<file path="src/rtl/arf_pkg.sv">
package arf_pkg;
  localparam int NREG = 8;
  localparam int AW   = 18;
  localparam int DW   = 60;
  localparam int IW   = $clog2(NREG);

  localparam logic [1:0] BK_ADR = 2'd0;
  localparam logic [1:0] BK_IDX = 2'd1;
  localparam logic [1:0] BK_DAT = 2'd2;

  typedef enum logic [1:0] {
    SQ_IDLE = 2'd0,
    SQ_REQ  = 2'd1,
    SQ_WAIT = 2'd2
  } seq_state_e;
endpackage

</file>
<file path="src/rtl/arf_bank.sv">
module arf_bank #(
  parameter int W  = 60,
  parameter int N  = 8,
  parameter int IW = $clog2(N)
) (
  input  logic                 clk,
  input  logic                 rst_n,
  input  logic                 we_a,
  input  logic [IW-1:0]        idx_a,
  input  logic [W-1:0]         dat_a,
  input  logic                 we_b,
  input  logic [IW-1:0]        idx_b,
  input  logic [W-1:0]         dat_b,
  output logic [N-1:0][W-1:0]  q
);
  for (genvar i = 0; i < N; i++) begin : g_reg
    always_ff @(posedge clk) begin
      if (!rst_n)                                q[i] <= '0;
      else if (we_b && idx_b == IW'(i))          q[i] <= dat_b;
      else if (we_a && idx_a == IW'(i))          q[i] <= dat_a;
    end
  end

  // port b (load return) wins a same-register collision
  a_r10_port_b_wins: assert property (@(posedge clk) disable iff (!rst_n)
    (we_a && we_b && idx_a == idx_b) |=> q[$past(idx_b)] == $past(dat_b));
endmodule

</file>
<file path="src/rtl/arf_memseq.sv">
module arf_memseq
  import arf_pkg::*;
#(
  parameter int AWD = 18,
  parameter int DWD = 60,
  parameter int IWD = 3
) (
  input  logic            clk,
  input  logic            rst_n,
  input  logic            start,
  input  logic            start_store,
  input  logic [IWD-1:0]  start_idx,
  input  logic [AWD-1:0]  start_addr,
  input  logic [DWD-1:0]  start_wdata,
  output logic            idle,
  output logic            load_pend,
  output logic [IWD-1:0]  load_idx,
  output logic            ld_we,
  output logic [DWD-1:0]  ld_data,
  output logic            mem_req_valid,
  input  logic            mem_req_ready,
  output logic            mem_req_write,
  output logic [AWD-1:0]  mem_req_addr,
  output logic [DWD-1:0]  mem_req_wdata,
  input  logic            mem_rsp_valid,
  input  logic [DWD-1:0]  mem_rsp_data
);
  seq_state_e st;
  logic           op_store;
  logic [IWD-1:0] op_idx;
  logic [AWD-1:0] op_addr;
  logic [DWD-1:0] op_wdata;

  always_ff @(posedge clk) begin
    if (!rst_n) begin
      st       <= SQ_IDLE;
      op_store <= 1'b0;
      op_idx   <= '0;
      op_addr  <= '0;
      op_wdata <= '0;
    end else begin
      unique case (st)
        SQ_IDLE: if (start) begin
          st       <= SQ_REQ;
          op_store <= start_store;
          op_idx   <= start_idx;
          op_addr  <= start_addr;
          op_wdata <= start_wdata;
        end
        SQ_REQ:  if (mem_req_ready) st <= op_store ? SQ_IDLE : SQ_WAIT;
        SQ_WAIT: if (mem_rsp_valid) st <= SQ_IDLE;
        default: st <= SQ_IDLE;
      endcase
    end
  end

  assign idle          = (st == SQ_IDLE);
  assign load_pend     = (st != SQ_IDLE) && !op_store;
  assign load_idx      = op_idx;
  assign ld_we         = (st == SQ_WAIT) && mem_rsp_valid;
  assign ld_data       = mem_rsp_data;
  assign mem_req_valid = (st == SQ_REQ);
  assign mem_req_write = op_store;
  assign mem_req_addr  = op_addr;
  assign mem_req_wdata = op_wdata;

  // a stalled request holds every field
  a_r6_req_hold: assert property (@(posedge clk) disable iff (!rst_n)
    (mem_req_valid && !mem_req_ready) |=> mem_req_valid && $stable(mem_req_addr)
      && $stable(mem_req_write) && $stable(mem_req_wdata));
  // a store handshake frees the sequencer at once
  a_r6_store_done: assert property (@(posedge clk) disable iff (!rst_n)
    (mem_req_valid && mem_req_ready && mem_req_write) |=> idle);
  // a response outside the wait state writes nothing
  a_r9_stray_rsp: assert property (@(posedge clk) disable iff (!rst_n)
    (mem_rsp_valid && (idle || mem_req_valid)) |-> !ld_we);
endmodule

</file>
<file path="src/rtl/arf_top.sv">
module arf_top
  import arf_pkg::*;
#(
  parameter int LOAD_LAST = 5
) (
  input  logic           clk,
  input  logic           rst_n,
  input  logic           wr_en,
  input  logic [1:0]     wr_bank,
  input  logic [IW-1:0]  wr_idx,
  input  logic [DW-1:0]  wr_data,
  output logic           wr_ready,
  input  logic [1:0]     rd_bank,
  input  logic [IW-1:0]  rd_idx,
  output logic [DW-1:0]  rd_data,
  output logic           rd_busy,
  output logic           mem_req_valid,
  input  logic           mem_req_ready,
  output logic           mem_req_write,
  output logic [AW-1:0]  mem_req_addr,
  output logic [DW-1:0]  mem_req_wdata,
  input  logic           mem_rsp_valid,
  input  logic [DW-1:0]  mem_rsp_data
);
  logic [NREG-1:0][AW-1:0] a_q;
  logic [NREG-1:0][AW-1:0] b_q;
  logic [NREG-1:0][DW-1:0] x_q;

  logic          idle, load_pend, ld_we;
  logic [IW-1:0] load_idx;
  logic [DW-1:0] ld_data;
  logic          a_sel, a_side, start, a_we;
  logic [DW-1:0] st_sample;

  assign a_sel     = wr_en && (wr_bank == BK_ADR);
  assign a_side    = a_sel && (wr_idx != '0);
  assign start     = a_side && idle;
  assign a_we      = a_sel && ((wr_idx == '0) || idle);
  assign st_sample = x_q[wr_idx];

  arf_bank #(.W(AW), .N(NREG)) u_abank (
    .clk(clk), .rst_n(rst_n),
    .we_a(a_we), .idx_a(wr_idx), .dat_a(wr_data[AW-1:0]),
    .we_b(1'b0), .idx_b('0), .dat_b('0),
    .q(a_q));

  arf_bank #(.W(AW), .N(NREG)) u_bbank (
    .clk(clk), .rst_n(rst_n),
    .we_a(wr_en && (wr_bank == BK_IDX)), .idx_a(wr_idx), .dat_a(wr_data[AW-1:0]),
    .we_b(1'b0), .idx_b('0), .dat_b('0),
    .q(b_q));

  arf_bank #(.W(DW), .N(NREG)) u_xbank (
    .clk(clk), .rst_n(rst_n),
    .we_a(wr_en && (wr_bank == BK_DAT)), .idx_a(wr_idx), .dat_a(wr_data),
    .we_b(ld_we), .idx_b(load_idx), .dat_b(ld_data),
    .q(x_q));

  arf_memseq #(.AWD(AW), .DWD(DW), .IWD(IW)) u_seq (
    .clk(clk), .rst_n(rst_n),
    .start(start), .start_store(wr_idx > IW'(LOAD_LAST)), .start_idx(wr_idx),
    .start_addr(wr_data[AW-1:0]), .start_wdata(st_sample),
    .idle(idle), .load_pend(load_pend), .load_idx(load_idx),
    .ld_we(ld_we), .ld_data(ld_data),
    .mem_req_valid(mem_req_valid), .mem_req_ready(mem_req_ready),
    .mem_req_write(mem_req_write), .mem_req_addr(mem_req_addr),
    .mem_req_wdata(mem_req_wdata), .mem_rsp_valid(mem_rsp_valid),
    .mem_rsp_data(mem_rsp_data));

  assign wr_ready = idle;

  always_comb begin
    unique case (rd_bank)
      BK_ADR:  rd_data = DW'(a_q[rd_idx]);
      BK_IDX:  rd_data = DW'(b_q[rd_idx]);
      BK_DAT:  rd_data = x_q[rd_idx];
      default: rd_data = '0;
    endcase
  end
  assign rd_busy = load_pend && (rd_bank == BK_DAT) && (rd_idx == load_idx);

  // A0 is quiet storage
  a_r3_a0_quiet: assert property (@(posedge clk) disable iff (!rst_n)
    (a_sel && wr_idx == '0 && wr_ready) |=> !mem_req_valid && x_q == $past(x_q));
  // A1..A5 issues a read at the written address
  a_r4_load_issue: assert property (@(posedge clk) disable iff (!rst_n)
    (start && wr_idx <= IW'(LOAD_LAST)) |=> mem_req_valid && !mem_req_write
      && mem_req_addr == $past(wr_data[AW-1:0]));
  // A6/A7 stores the X value seen at the A write
  a_r5_store_issue: assert property (@(posedge clk) disable iff (!rst_n)
    (start && wr_idx > IW'(LOAD_LAST)) |=> mem_req_valid && mem_req_write
      && mem_req_wdata == $past(st_sample));
  // side-effect writes while busy change no A register
  a_r7_busy_ignore: assert property (@(posedge clk) disable iff (!rst_n)
    (a_side && !wr_ready) |=> a_q == $past(a_q));
  // busy flag only on the X bank
  a_r8_busy_bank: assert property (@(posedge clk) disable iff (!rst_n)
    rd_busy |-> (rd_bank == BK_DAT) && !wr_ready);
endmodule

</file>
<file path="config.mk">
export PLATFORM = sky130hd
export DESIGN_NAME = arf_top
export DESIGN_NICKNAME = d
export VERILOG_FILES = /design/src/rtl/arf_pkg.sv /design/src/rtl/arf_bank.sv /design/src/rtl/arf_memseq.sv /design/src/rtl/arf_top.sv
export SDC_FILE = /design/constraint.sdc
export NUM_CORES = 2
export LEC_CHECK = 0
export ABC_AREA = 1
export BUFFER_PORTS_ARGS = -buffer_cell sky130_fd_sc_hd__buf_2
export CORE_MARGIN = 8
export CORE_UTILIZATION = 43
export CTS_CLUSTER_DIAMETER = 100
export DETAILED_ROUTE_END_ITERATION = 8
export GPL_ROUTABILITY_DRIVEN = 0
export PLACE_DENSITY = 0.7
export SYNTH_ARGS = -nofsm -noshare
export SYNTH_HDL_FRONTEND = slang
export SYNTH_SLANG_ARGS = --single-unit
export TNS_END_PERCENT = 20
</file>
<file path="constraint.sdc">
create_clock -name clk -period 3.3 [get_ports clk]
set_input_delay 0.66 -clock clk [delete_from_list [all_inputs] [get_ports clk]]
set_output_delay 0.66 -clock clk [all_outputs]
set_load 0.05 [all_outputs]
</file>
==> metrics.md <==
| Metric | Value |
|---|---|
| Largest family of logic cells by synthesized area | simple AND/OR/NAND/NOR gates |
| Avg Cell Area, Syn | 5.82 um2 |
| Min setup slack post-route | 0.167 ns |
| DRC violations left | 0 |
| Starting Density | 0.431 |
| Placeable Area | 0.116 mm2 |
| Placement Cell Area | 0.0526 mm2 |
| Seq/Total Area, Yosys | 0.342 |
| DR WL/cell | 19.6 um |
| Final Power | 24900 uW |
| Die height | 357 um |
| Seq cells post-synth | 852 |
| Post-synthesis xor/xnor area fraction | 0.000176 |
| Cell accounting for the most synthesized area | dfxtp_1 |
| Post-Synth Simple-Gate Area | 0.356 |
| CTS tree | done |
| Post-synthesis compound-gate area fraction | 0.154 |
| Final period util | 0.949 |
| Worst slew margin | 0.187 |
| Peak VDD IR | 0.000383 V |
| Synthesis-to-finish area growth | 12.0% |
| Worst-path cell chain | nor2_2 -> inv_1 -> nand2_1 -> nor4_2 -> buf_2 |
| Die width | 357 um |
| Gr ovfl total | 0 |
| Die area | 0.127 mm2 |
| Antenna violations before repair | 5 |
| Pleak | 0.0289 uW |
| Post-Route Skew | 0.0365 ns |
| Final hold violation count | 0 |
| Syn Nets | 8706 |
| Arrival time at the worst endpoint | 2.47 ns |
| RSZ-0062 raised after global routing | no |
| Synth top area share | 0.342 |
| Slowest CP cell | nor4_2 |
| Setup-failing EPs final | 0 |
| Pre-CTS WS | 0.371 ns |
| Clock-pin slew on the worst setup and hold paths | 0.06 ns |
| Nets | 8531 |
| Setup TNS | 0 ns |
| # hold bufs at CTS | 0 |
| CP Capture Type | output port |
| CTS Root Cell | clkbuf_16 |
| IO buf count | 276 |
| Fin util | 0.483 |
| # IOs | 277 |
| Clock Tree Buf Depth | 3 |
| Vias in the first global route | 51000 |
| Max-cap violations | 0 |
| ANT nets after route | 0 |
| Peak per-stage delay on the critical path | 0.46 ns |
| Via count | 55500 |
| Post-DP HPWL | 115000 um |
| H-tree Lvls | 3 |
| Most frequent cells in the layout | nand2_1, inv_1, nand3_1, dfxtp_1, a21oi_1 |
| Fin crit period | 3.13 ns |
| Mux cell area share after synthesis | 0 |
| Status | finished, final reports clean |
| Distinct cell type count after synthesis | 25 |
| Synth warn | 0 |
| Row Count | 125 |
| Crit path kind | flip-flop to output port |
| Gate Count Post-Synth | 8571 |
| Path type of the worst min-delay path | input port to flip-flop |
| Max Slew Vio Count | 0 |
| Insertion delay to the later sink of the worst-skew pair | 0.71 ns |
| CTS resizes | 0 |
| Most common cell after layout, fill and taps aside | nand2_1 |
| Layout cells sized above 1 | 0.0752 |
| Crit path required time | 2.64 ns |
| First-pass GRT wire length | 298000 um |
| Post-CTS Setup Bufs | 0 |
| Critical Path Start Type | flip-flop |
| Post-Synth Adder-Cell Area | 0 |
| Fmax achieved | 319 MHz |
| PwrDens | 446 mW/mm2 |
| Post-route cell area | 0.0558 mm2 |
| Ranking of synthesized cells by area | dfxtp_1, nand2_1, nand3_1 |
| Crit path max fanout | 4 |
| # clock sinks | 852 |
| Post-DR vias/cell | 5.55 |
| GR Util All Layers | 0.294 |
| Cts bufs inserted | 96 |
| Final wirelength | 196000 um |
| First-pass DRT Iterations | 7 |
| Worst Tran Pin Value | 1.22 ns |
| Largest net degree at the start of global routing | 165 |
| Post-Syn Area | 0.0499 mm2 |
| Initial drt markers | 7408 |
## flip-flops by register name (all words and copies together) (netlist names)
signal and flops:
u_seq.load_idx 3, u_seq.st 2, u_bbank.q 144, u_xbank.q 480, u_seq.mem_req_wdata 60, u_seq.mem_req_addr 18, u_seq.mem_req_write 1, u_abank.q 144
## synth_stat cells, drive strengths merged
master	n
a21oi	761
buf	253
clkbuf	443
clkinv	1
dfxtp	852
inv	1182
nand2	2960
nand3	883
nand4	1
nor2	519
nor3	8
nor4	1
o211ai	130
o21ai	576
xor2	1
## power breakdown
part           switching [uW]  total [uW]  internal [uW]
clock network            4640       11300           6650
registers                74.1       10500          10400
logic                    2300        3130            834
total                    7010       24900          17900
## layout make-up
type,instances,area [um2]
fill,11800,59700
multi-input combinational,5840,25500
sequential,852,17100
inverter,1183,4470
timing repair buffer,423,3620
clock buffer,144,2810
tap,1524,1910
clock inverter,28,454
antenna,2,5.00
## cell families after synthesis
logic type / after synthesis
AO/OA/AOI/OAI: 1467
XOR/XNOR: 1
buffers and inverters: 1879
flip-flops: 852
AND/OR/NAND/NOR: 4372
## through the flow
| stage | std cells | hold WS [ns] |
|---|---|---|
| after floorplan | 8571 | 0.429 |
| after global placement | 9822 | 0.438 |
| after detailed placement | 9822 | 0.444 |
| after CTS | 9994 | 0.214 |
| after global routing | 9995 | 0.260 |
| final | 9996 | 0.247 |
## critical path: cells and delay by family (launching register included)
kind          cells  cell delay [ns]
buf+inv           2             0.68
simple gates      3             0.68
flops             1             0.42
## per-layer routing
layer / up-vias / GRT usage / wire (um)
li1: 26200 / - / -
met1: 25300 / 0.368 / 76000
met2: 3330 / 0.468 / 86700
met3: 701 / 0.0716 / 22400
met4: 0 / 0.153 / 10700
met5: - / 0 / 0
## worst paths after layout
path / startpoint / endpoint / slack, ns / cells after the start
max: u_seq.st[1] / rd_busy / 0.17 / 5
min: mem_req_ready / u_seq.st[0] / 0.25 / 4
max reg2reg: u_seq.load_idx[2] / u_xbank.q[349] / 1.00 / 8
min reg2reg: u_bbank.q[55] / u_bbank.q[55] / 0.45 / 2
Note: power is estimated with default switching activity, not from simulation.
